[config.mk]
export PLATFORM = sky130hd
export DESIGN_NAME = spi_flash_hwseq
export DESIGN_NICKNAME = d
export VERILOG_FILES = /design/src/rtl/hwseq_pkg.sv /design/src/rtl/hwseq_shifter.sv /design/src/rtl/hwseq_buf.sv /design/src/rtl/hwseq_engine.sv /design/src/rtl/spi_flash_hwseq.sv
export SDC_FILE = /design/constraint.sdc
export NUM_CORES = 2
export LEC_CHECK = 0
export ABC_AREA = 1
export CORE_UTILIZATION = 31
export CTS_BUF_LIST = sky130_fd_sc_hd__clkbuf_2 sky130_fd_sc_hd__clkbuf_4 sky130_fd_sc_hd__clkbuf_8
export DETAILED_ROUTE_END_ITERATION = 7
export HOLD_SLACK_MARGIN = 0.08
export SYNTH_ARGS = -nofsm -noshare
export SYNTH_HDL_FRONTEND = slang
export SYNTH_SLANG_ARGS = --single-unit
[constraint.sdc]
create_clock -name clk_i -period 5.2 [get_ports clk_i]
set_input_delay 0.52 -clock clk_i [delete_from_list [all_inputs] [get_ports clk_i]]
set_output_delay 0.52 -clock clk_i [all_outputs]
set_load 0.01 [all_outputs]
[src/rtl/hwseq_pkg.sv]
package hwseq_pkg;
  localparam logic [2:0] CYC_READ  = 3'd0;
  localparam logic [2:0] CYC_PROG  = 3'd1;
  localparam logic [2:0] CYC_ER4K  = 3'd2;
  localparam logic [2:0] CYC_ER64K = 3'd3;
  localparam logic [2:0] CYC_RDSR  = 3'd4;

  localparam logic [7:0] SPI_PARAM_OP = 8'h5A;

  function automatic logic [7:0] spi_opcode(logic [2:0] cyc, logic par);
    if (par) return SPI_PARAM_OP;
    case (cyc)
      CYC_READ:  return 8'h03;
      CYC_PROG:  return 8'h02;
      CYC_ER4K:  return 8'h20;
      CYC_ER64K: return 8'hD8;
      default:   return 8'h05;
    endcase
  endfunction
endpackage

[src/rtl/hwseq_shifter.sv]
module hwseq_shifter (
  input  logic       clk_i,
  input  logic       rst_ni,
  input  logic       start_i,
  input  logic [7:0] tx_i,
  output logic [7:0] rx_o,
  output logic       done_o,
  output logic       sck_o,
  output logic       mosi_o,
  input  logic       miso_i
);
  logic [7:0] sh_q;
  logic [2:0] bit_q;
  logic       act_q, sck_q, done_q;

  always_ff @(posedge clk_i or negedge rst_ni) begin
    if (!rst_ni) begin
      sh_q <= '0; bit_q <= '0; act_q <= 1'b0; sck_q <= 1'b0; done_q <= 1'b0;
    end else begin
      done_q <= 1'b0;
      if (start_i) begin
        sh_q <= tx_i; bit_q <= '0; act_q <= 1'b1; sck_q <= 1'b0;
      end else if (act_q) begin
        if (!sck_q) sck_q <= 1'b1;
        else begin
          // falling edge: capture bit driven at the previous falling edge
          sck_q <= 1'b0;
          sh_q  <= {sh_q[6:0], miso_i};
          bit_q <= bit_q + 3'd1;
          if (bit_q == 3'd7) begin
            act_q  <= 1'b0;
            done_q <= 1'b1;
          end
        end
      end
    end
  end

  assign rx_o   = sh_q;
  assign done_o = done_q;
  assign sck_o  = sck_q;
  assign mosi_o = act_q & sh_q[7];
endmodule

[src/rtl/hwseq_buf.sv]
module hwseq_buf #(
  parameter int BUF_BYTES = 64
) (
  input  logic                         clk_i,
  input  logic                         rst_ni,
  input  logic                         h_we_i,
  input  logic [$clog2(BUF_BYTES)-3:0] h_word_i,
  input  logic [3:0]                   h_be_i,
  input  logic [31:0]                  h_wd_i,
  output logic [31:0]                  h_rd_o,
  input  logic                         e_we_i,
  input  logic [$clog2(BUF_BYTES)-1:0] e_idx_i,
  input  logic [7:0]                   e_wd_i,
  output logic [7:0]                   e_rd_o
);
  localparam int AW = $clog2(BUF_BYTES);

  logic [7:0] mem_q [BUF_BYTES];

  for (genvar i = 0; i < BUF_BYTES; i++) begin : g_byte
    always_ff @(posedge clk_i or negedge rst_ni) begin
      if (!rst_ni) mem_q[i] <= '0;
      else if (e_we_i && e_idx_i == AW'(i)) mem_q[i] <= e_wd_i;
      else if (h_we_i && h_word_i == (AW-2)'(i / 4) && h_be_i[i % 4])
        mem_q[i] <= h_wd_i[8*(i%4) +: 8];
    end
  end

  always_comb begin
    for (int b = 0; b < 4; b++) h_rd_o[8*b +: 8] = mem_q[{h_word_i, 2'(b)}];
  end

  assign e_rd_o = mem_q[e_idx_i];
endmodule

[src/rtl/hwseq_engine.sv]
module hwseq_engine import hwseq_pkg::*; #(
  parameter int BUF_BYTES = 64
) (
  input  logic                         clk_i,
  input  logic                         rst_ni,
  input  logic                         go_i,
  input  logic                         param_i,
  input  logic [2:0]                   cyc_i,
  input  logic [23:0]                  addr_i,
  input  logic [$clog2(BUF_BYTES)-1:0] cnt_i,
  input  logic [7:0]                   buf_rd_i,
  output logic [$clog2(BUF_BYTES)-1:0] buf_idx_o,
  output logic                         buf_we_o,
  output logic [7:0]                   rx_o,
  output logic                         pw_we_o,
  output logic [1:0]                   pw_idx_o,
  output logic                         busy_o,
  output logic                         fin_o,
  output logic                         spi_sck_o,
  output logic                         spi_cs_no,
  output logic                         spi_mosi_o,
  input  logic                         spi_miso_i
);
  localparam int AW = $clog2(BUF_BYTES);
  localparam int PW = $clog2(BUF_BYTES + 5);

  logic          busy_q, kick_q, par_q;
  logic [2:0]    cyc_q;
  logic [23:0]   a_q;
  logic [AW-1:0] c_q;
  logic [PW-1:0] pos_q, hdr, dlen, last, dpos;
  logic [7:0]    tx;
  logic          byte_done, in_data;

  always_comb begin
    hdr = par_q ? PW'(5) : (cyc_q == CYC_RDSR) ? PW'(1) : PW'(4);
    if (par_q)                                        dlen = PW'(4);
    else if (cyc_q == CYC_RDSR)                       dlen = PW'(1);
    else if (cyc_q == CYC_ER4K || cyc_q == CYC_ER64K) dlen = '0;
    else                                              dlen = PW'(c_q) + PW'(1);
    last    = hdr + dlen - PW'(1);
    dpos    = pos_q - hdr;
    in_data = pos_q >= hdr;
  end

  always_comb begin
    if (pos_q == '0)   tx = spi_opcode(cyc_q, par_q);
    else if (!in_data) begin
      case (pos_q[2:0])
        3'd1:    tx = a_q[23:16];
        3'd2:    tx = a_q[15:8];
        3'd3:    tx = a_q[7:0];
        default: tx = 8'h00;   // dummy byte
      endcase
    end else if (!par_q && cyc_q == CYC_PROG) tx = buf_rd_i;
    else tx = 8'h00;
  end

  hwseq_shifter u_shift (
    .clk_i, .rst_ni, .start_i(kick_q), .tx_i(tx), .rx_o, .done_o(byte_done),
    .sck_o(spi_sck_o), .mosi_o(spi_mosi_o), .miso_i(spi_miso_i)
  );

  always_ff @(posedge clk_i or negedge rst_ni) begin
    if (!rst_ni) begin
      busy_q <= 1'b0; kick_q <= 1'b0; par_q <= 1'b0;
      cyc_q <= '0; a_q <= '0; c_q <= '0; pos_q <= '0;
    end else begin
      kick_q <= 1'b0;
      if (go_i && !busy_q) begin
        busy_q <= 1'b1; kick_q <= 1'b1; pos_q <= '0;
        par_q <= param_i; cyc_q <= cyc_i; a_q <= addr_i; c_q <= cnt_i;
      end else if (busy_q && byte_done) begin
        if (pos_q == last) busy_q <= 1'b0;
        else begin
          pos_q  <= pos_q + PW'(1);
          kick_q <= 1'b1;
        end
      end
    end
  end

  assign buf_idx_o = dpos[AW-1:0];
  assign buf_we_o  = busy_q && byte_done && in_data && !par_q &&
                     (cyc_q == CYC_READ || cyc_q == CYC_RDSR);
  assign pw_we_o   = busy_q && byte_done && in_data && par_q;
  assign pw_idx_o  = dpos[1:0];
  assign fin_o     = busy_q && byte_done && pos_q == last;
  assign busy_o    = busy_q;
  assign spi_cs_no = !busy_q;
endmodule

[src/rtl/spi_flash_hwseq.sv]
module spi_flash_hwseq import hwseq_pkg::*; #(
  parameter int BUF_BYTES = 64
) (
  input  logic                         clk_i,
  input  logic                         rst_ni,
  input  logic                         reg_wr_i,
  input  logic [$clog2(BUF_BYTES):0]   reg_addr_i,
  input  logic [31:0]                  reg_wdata_i,
  input  logic [3:0]                   reg_be_i,
  output logic [31:0]                  reg_rdata_o,
  output logic                         spi_sck_o,
  output logic                         spi_cs_no,
  output logic                         spi_mosi_o,
  input  logic                         spi_miso_i
);
  localparam int AW = $clog2(BUF_BYTES);
  localparam int WW = AW - 2;

  logic          is_buf;
  logic [WW-1:0] word;
  logic          ctrl_wr, go_wr, go_req, pidx_req, bad, launch, fail;
  logic [2:0]    new_cyc;
  logic [AW-1:0] new_cnt;
  logic [23:0]   addr_q, eng_addr;
  logic [2:0]    op_q;
  logic [AW-1:0] cnt_q;
  logic          done_q, err_q;
  logic [11:0]   pidx_q;
  logic [31:0]   pdata_q, buf_word, ctrl_rd;
  logic          eng_busy, fin, buf_we, pw_we;
  logic [AW-1:0] buf_idx;
  logic [7:0]    rx, buf_rd;
  logic [1:0]    pw_idx;
  logic          unused_lo;

  assign unused_lo = ^reg_addr_i[1:0];
  assign is_buf    = reg_addr_i[AW];
  assign word      = reg_addr_i[AW-1:2];
  assign ctrl_wr   = reg_wr_i && !is_buf && word == WW'(1);
  assign go_wr     = ctrl_wr && reg_wdata_i[3];
  assign go_req    = go_wr && !eng_busy;
  assign pidx_req  = reg_wr_i && !is_buf && word == WW'(2) && !eng_busy;
  assign new_cyc   = reg_wdata_i[6:4];
  assign new_cnt   = reg_wdata_i[16 +: AW];

  always_comb begin
    case (new_cyc)
      CYC_READ, CYC_PROG: bad = ({1'b0, addr_q[7:0]} + 9'(new_cnt)) > 9'd255;
      CYC_ER4K:           bad = addr_q[11:0] != '0;
      CYC_ER64K:          bad = addr_q[15:0] != '0;
      CYC_RDSR:           bad = 1'b0;
      default:            bad = 1'b1;
    endcase
  end
  assign launch   = go_req && !bad;
  assign fail     = go_req && bad;
  assign eng_addr = pidx_req ? {10'b0, reg_wdata_i[13:2], 2'b00} : addr_q;

  always_ff @(posedge clk_i or negedge rst_ni) begin
    if (!rst_ni) begin
      addr_q <= '0; op_q <= '0; cnt_q <= '0; done_q <= 1'b0; err_q <= 1'b0;
      pidx_q <= '0; pdata_q <= '0;
    end else begin
      if (reg_wr_i && !is_buf && word == WW'(0)) addr_q <= reg_wdata_i[23:0];
      if (go_req) begin
        op_q  <= new_cyc;
        cnt_q <= new_cnt;
      end
      if (pidx_req) pidx_q <= reg_wdata_i[13:2];
      if (pw_we) pdata_q[8*pw_idx +: 8] <= rx;
      // set wins over a same-cycle write-one-to-clear
      done_q <= (done_q && !(ctrl_wr && reg_wdata_i[0])) || fin;
      err_q  <= (err_q  && !(ctrl_wr && reg_wdata_i[1])) || fail;
    end
  end

  hwseq_engine #(.BUF_BYTES(BUF_BYTES)) u_eng (
    .clk_i, .rst_ni, .go_i(launch || pidx_req), .param_i(pidx_req),
    .cyc_i(new_cyc), .addr_i(eng_addr), .cnt_i(new_cnt),
    .buf_rd_i(buf_rd), .buf_idx_o(buf_idx), .buf_we_o(buf_we), .rx_o(rx),
    .pw_we_o(pw_we), .pw_idx_o(pw_idx), .busy_o(eng_busy), .fin_o(fin),
    .spi_sck_o, .spi_cs_no, .spi_mosi_o, .spi_miso_i
  );

  hwseq_buf #(.BUF_BYTES(BUF_BYTES)) u_buf (
    .clk_i, .rst_ni, .h_we_i(reg_wr_i && is_buf), .h_word_i(word),
    .h_be_i(reg_be_i), .h_wd_i(reg_wdata_i), .h_rd_o(buf_word),
    .e_we_i(buf_we), .e_idx_i(buf_idx), .e_wd_i(rx), .e_rd_o(buf_rd)
  );

  always_comb begin
    ctrl_rd          = '0;
    ctrl_rd[0]       = done_q;
    ctrl_rd[1]       = err_q;
    ctrl_rd[2]       = eng_busy;
    ctrl_rd[6:4]     = op_q;
    ctrl_rd[16 +: AW] = cnt_q;
    if (is_buf) reg_rdata_o = buf_word;
    else begin
      case (word)
        WW'(0):  reg_rdata_o = {8'b0, addr_q};
        WW'(1):  reg_rdata_o = ctrl_rd;
        WW'(2):  reg_rdata_o = {18'b0, pidx_q, 2'b00};
        WW'(3):  reg_rdata_o = pdata_q;
        default: reg_rdata_o = '0;
      endcase
    end
  end
endmodule

==> metrics <==
status complete, no violations; global-route wire length before repair 273900 um; Gate power share 41.7%; pwr/cell area 458.2 nW/um^2; synthesized area per cell 7.632 um^2; H-tree Lvls 3; sequential-to-total area share from yosys stat 41.26%; Synthesis Warnings 0; LEAKAGE 19.88 nW; Area contributors post-synth dfrtp_1, o221ai_1, nand3_1, nand2_1, inv_1; Tcrit/Tclk final 88.70%; EDFF count, synth 0; clock group share of total power 26.9%; Placed Area 42040 um^2; CTS buffer count 118; DR vias 41740; drt drc 0; Cell Area, Synth 39300 um^2; Peak VDD IR 0.2743 mV; clock skew 45.41 ps; sequential share of power 31.4%; Final Hold Vio Count 0; most common cell in the synthesized netlist nand2_1; CTS Buffer Depth 3; Mapped Cells 5149; final-stage net count 5186; Port Buffers 79; f_max 216.8 MHz; initial antenna violation count 2; critical setup path kind primary input to output pin; Post-DP HPWL 131800 um; WP data arrival 4090 ps; root buffer cell clkbuf_8; Place WS 858.2 ps; Tot GR Track Use 29.22%; Die Height 358.0 um; Switching Share 45.50%; vias per inst 6.090; CP Max Fanout 29; Die ar. 128200 um^2; CP Launch Type primary input; Routability Congestion 1.016; width of the chip 358.0 um; min setup slack post-route 587.6 ps; DRT Pass-1 Iters 6; post-synthesis sequential element count 648; Skew-Pair Late Insertion Delay 830 ps; RSZ-0062 raised after global routing false; largest net degree at the start of global routing 186; row count 130; Routed WL 191400 um; Synth Net Count 5224; cell taking the most area after synthesis dfrtp_1; Yosys top cell area share 41.26%; total grt overflow 0; DRT iter0 DRCs 6006; CORE AREA 125700 um^2; top cell types by occurrence after synthesis nand2_1, inv_1, dfrtp_1, nand3_1, o221ai_1; Worst Setup End Kind output pin; FFs w/ async S/R, synth 100.0%; worst min-delay path class primary input to asynchronous set/reset pin; share of layout cells above drive strength 1 10.03%; Layout Area Growth over Synthesis 13.67%; vias in the first global route 39940; Total Neg Setup Slack 0 ps; cell-internal power 11.15 mW; fin. max-slew vios 0; data required time of the critical path 4680 ps; CTS clk-pin slew, worst paths 70 ps; clk sink count 648; Initial Util 31.25%; setup bufs post-CTS 0; post-route minimum period 4612 ps; synth unique cells 44; Post-Layout Inst Area 44670 um^2; Worst Tran Pin Value 1263 ps; CTS tree built; Max-cap violations 0; antenna viol nets, final 0; Wirelength per Cell 27.92 um; Slew headroom 15.79%; main flop type after synthesis dfrtp_1; final setup fails 0; # IOs 82; switching pwr 9.312 mW
## timing repair
item                      in CTS  in global routing
hold buffers                   1                  0
resized for setup              0                  0
hold endpoints to repair      51                  0
## path summary, 6_finish.rpt
check / start / endpoint / slack (ps) / cells after the start
min in group clk_i: reg_wdata_i[8] / addr_q[8] / 400 / 3
max reg2reg: u_eng.par_q / u_buf.mem_q[240] / 830 / 15
max in group asynchronous: rst_ni / u_eng.c_q[3] / 3670 / 3
min: rst_ni / u_buf.mem_q[491] / 270 / 2
max: reg_addr_i[3] / reg_rdata_o[23] / 590 / 11
min reg2reg: u_eng.a_q[15] / u_eng.a_q[15] / 480 / 2
## area by class of cell
class / instances / area [um^2]
multi-input cells: 3381 / 18840
diodes: 2 / 5.005
fillers: 13240 / 81060
flip-flops and latches: 648 / 16220
repair buffers: 249 / 2242
clock inverters: 8 / 117.6
clock buffers: 203 / 2500
well taps: 1650 / 2064
inverters: 713 / 2684
## flip-flops by register name, summed over array words and instances, names as in the netlist, 3 cells and up
signal	cells
u_eng.u_shift.bit_q	3
addr_q	24
u_eng.u_shift.rx_o	8
pdata_q	32
u_eng.pos_q	7
op_q	3
pidx_q	12
u_buf.mem_q	512
u_eng.c_q	6
cnt_q	6
u_eng.cyc_q	3
u_eng.a_q	24
## kinds of logic after synthesis
kind of cell,after synthesis,share of synthesized area [%]
fa+ha+maj,28,0.9297
simple gates,1735,19.65
xor+xnor,18,0.4681
compound gates,1600,26.73
flops,648,41.26
buf+inv,1120,10.97
## per-layer routing
layer	part of all wire, %	wire length (um)	global-route usage [%]	vias to the layer above
met3	11	21630	7.593	669
met5	0.026	49	0	-
met1	38	72800	37.07	20240
li1	-	-	-	18200
met2	42	81260	42.93	2629
met4	8.2	15620	21.00	4
## cells in the final DEF (no fill, tap or decap), types with 30 or more instances in the layout
cell | Yosys | routed
nand2_1 | 804 | 802
inv_1 | 691 | 681
dfrtp_1 | 648 | 648
nand3_1 | 626 | 626
o221ai_1 | 496 | 496
o21ai_0 | 482 | 482
o22ai_1 | 255 | 255
a21oi_1 | 254 | 254
nor2_1 | 177 | 176
clkbuf_8 | 0 | 156
buf_4 | 0 | 154
clkdlybuf4s50_1 | 0 | 74
nand4_1 | 53 | 53
clkbuf_4 | 0 | 47
o21ai_2 | 36 | 36
nand2_2 | 34 | 34
o211ai_1 | 30 | 30
## worst max-delay path, cell delays in order
cell and delay (ps):
clkdlybuf4s50_1 690, nor2_1 170, inv_4 400, buf_12 250
buf_4 200, o22ai_1 130, o21ai_0 320, nand4_1 480
nand2_1 180, nand2_1 150, clkdlybuf4s50_1 520
## power by group through the flow
stage	clock network, mW	logic [mW]	registers, mW
6_report	5.50	8.53	6.43
5_1_grt	5.75	8.96	6.51
4_1_cts	5.54	8.21	6.41
3_5_place_dp	0	8.18	6.50
3_3_place_gp	0	8.15	6.47
2_1_floorplan	0	4.75	6.34
## metrics by stage
step	std cells	hold WS, ps	power, mW	utilization, %
floorplan	5149	224.4	11.09	-
global placement	6640	466.6	14.63	33.43
detailed placement	6640	473.1	14.68	33.43
CTS	6852	264.0	20.16	35.52
global route	6853	308.1	21.22	35.52
finish	6854	270.6	20.47	35.53
Power figures use the tool's default switching activity.
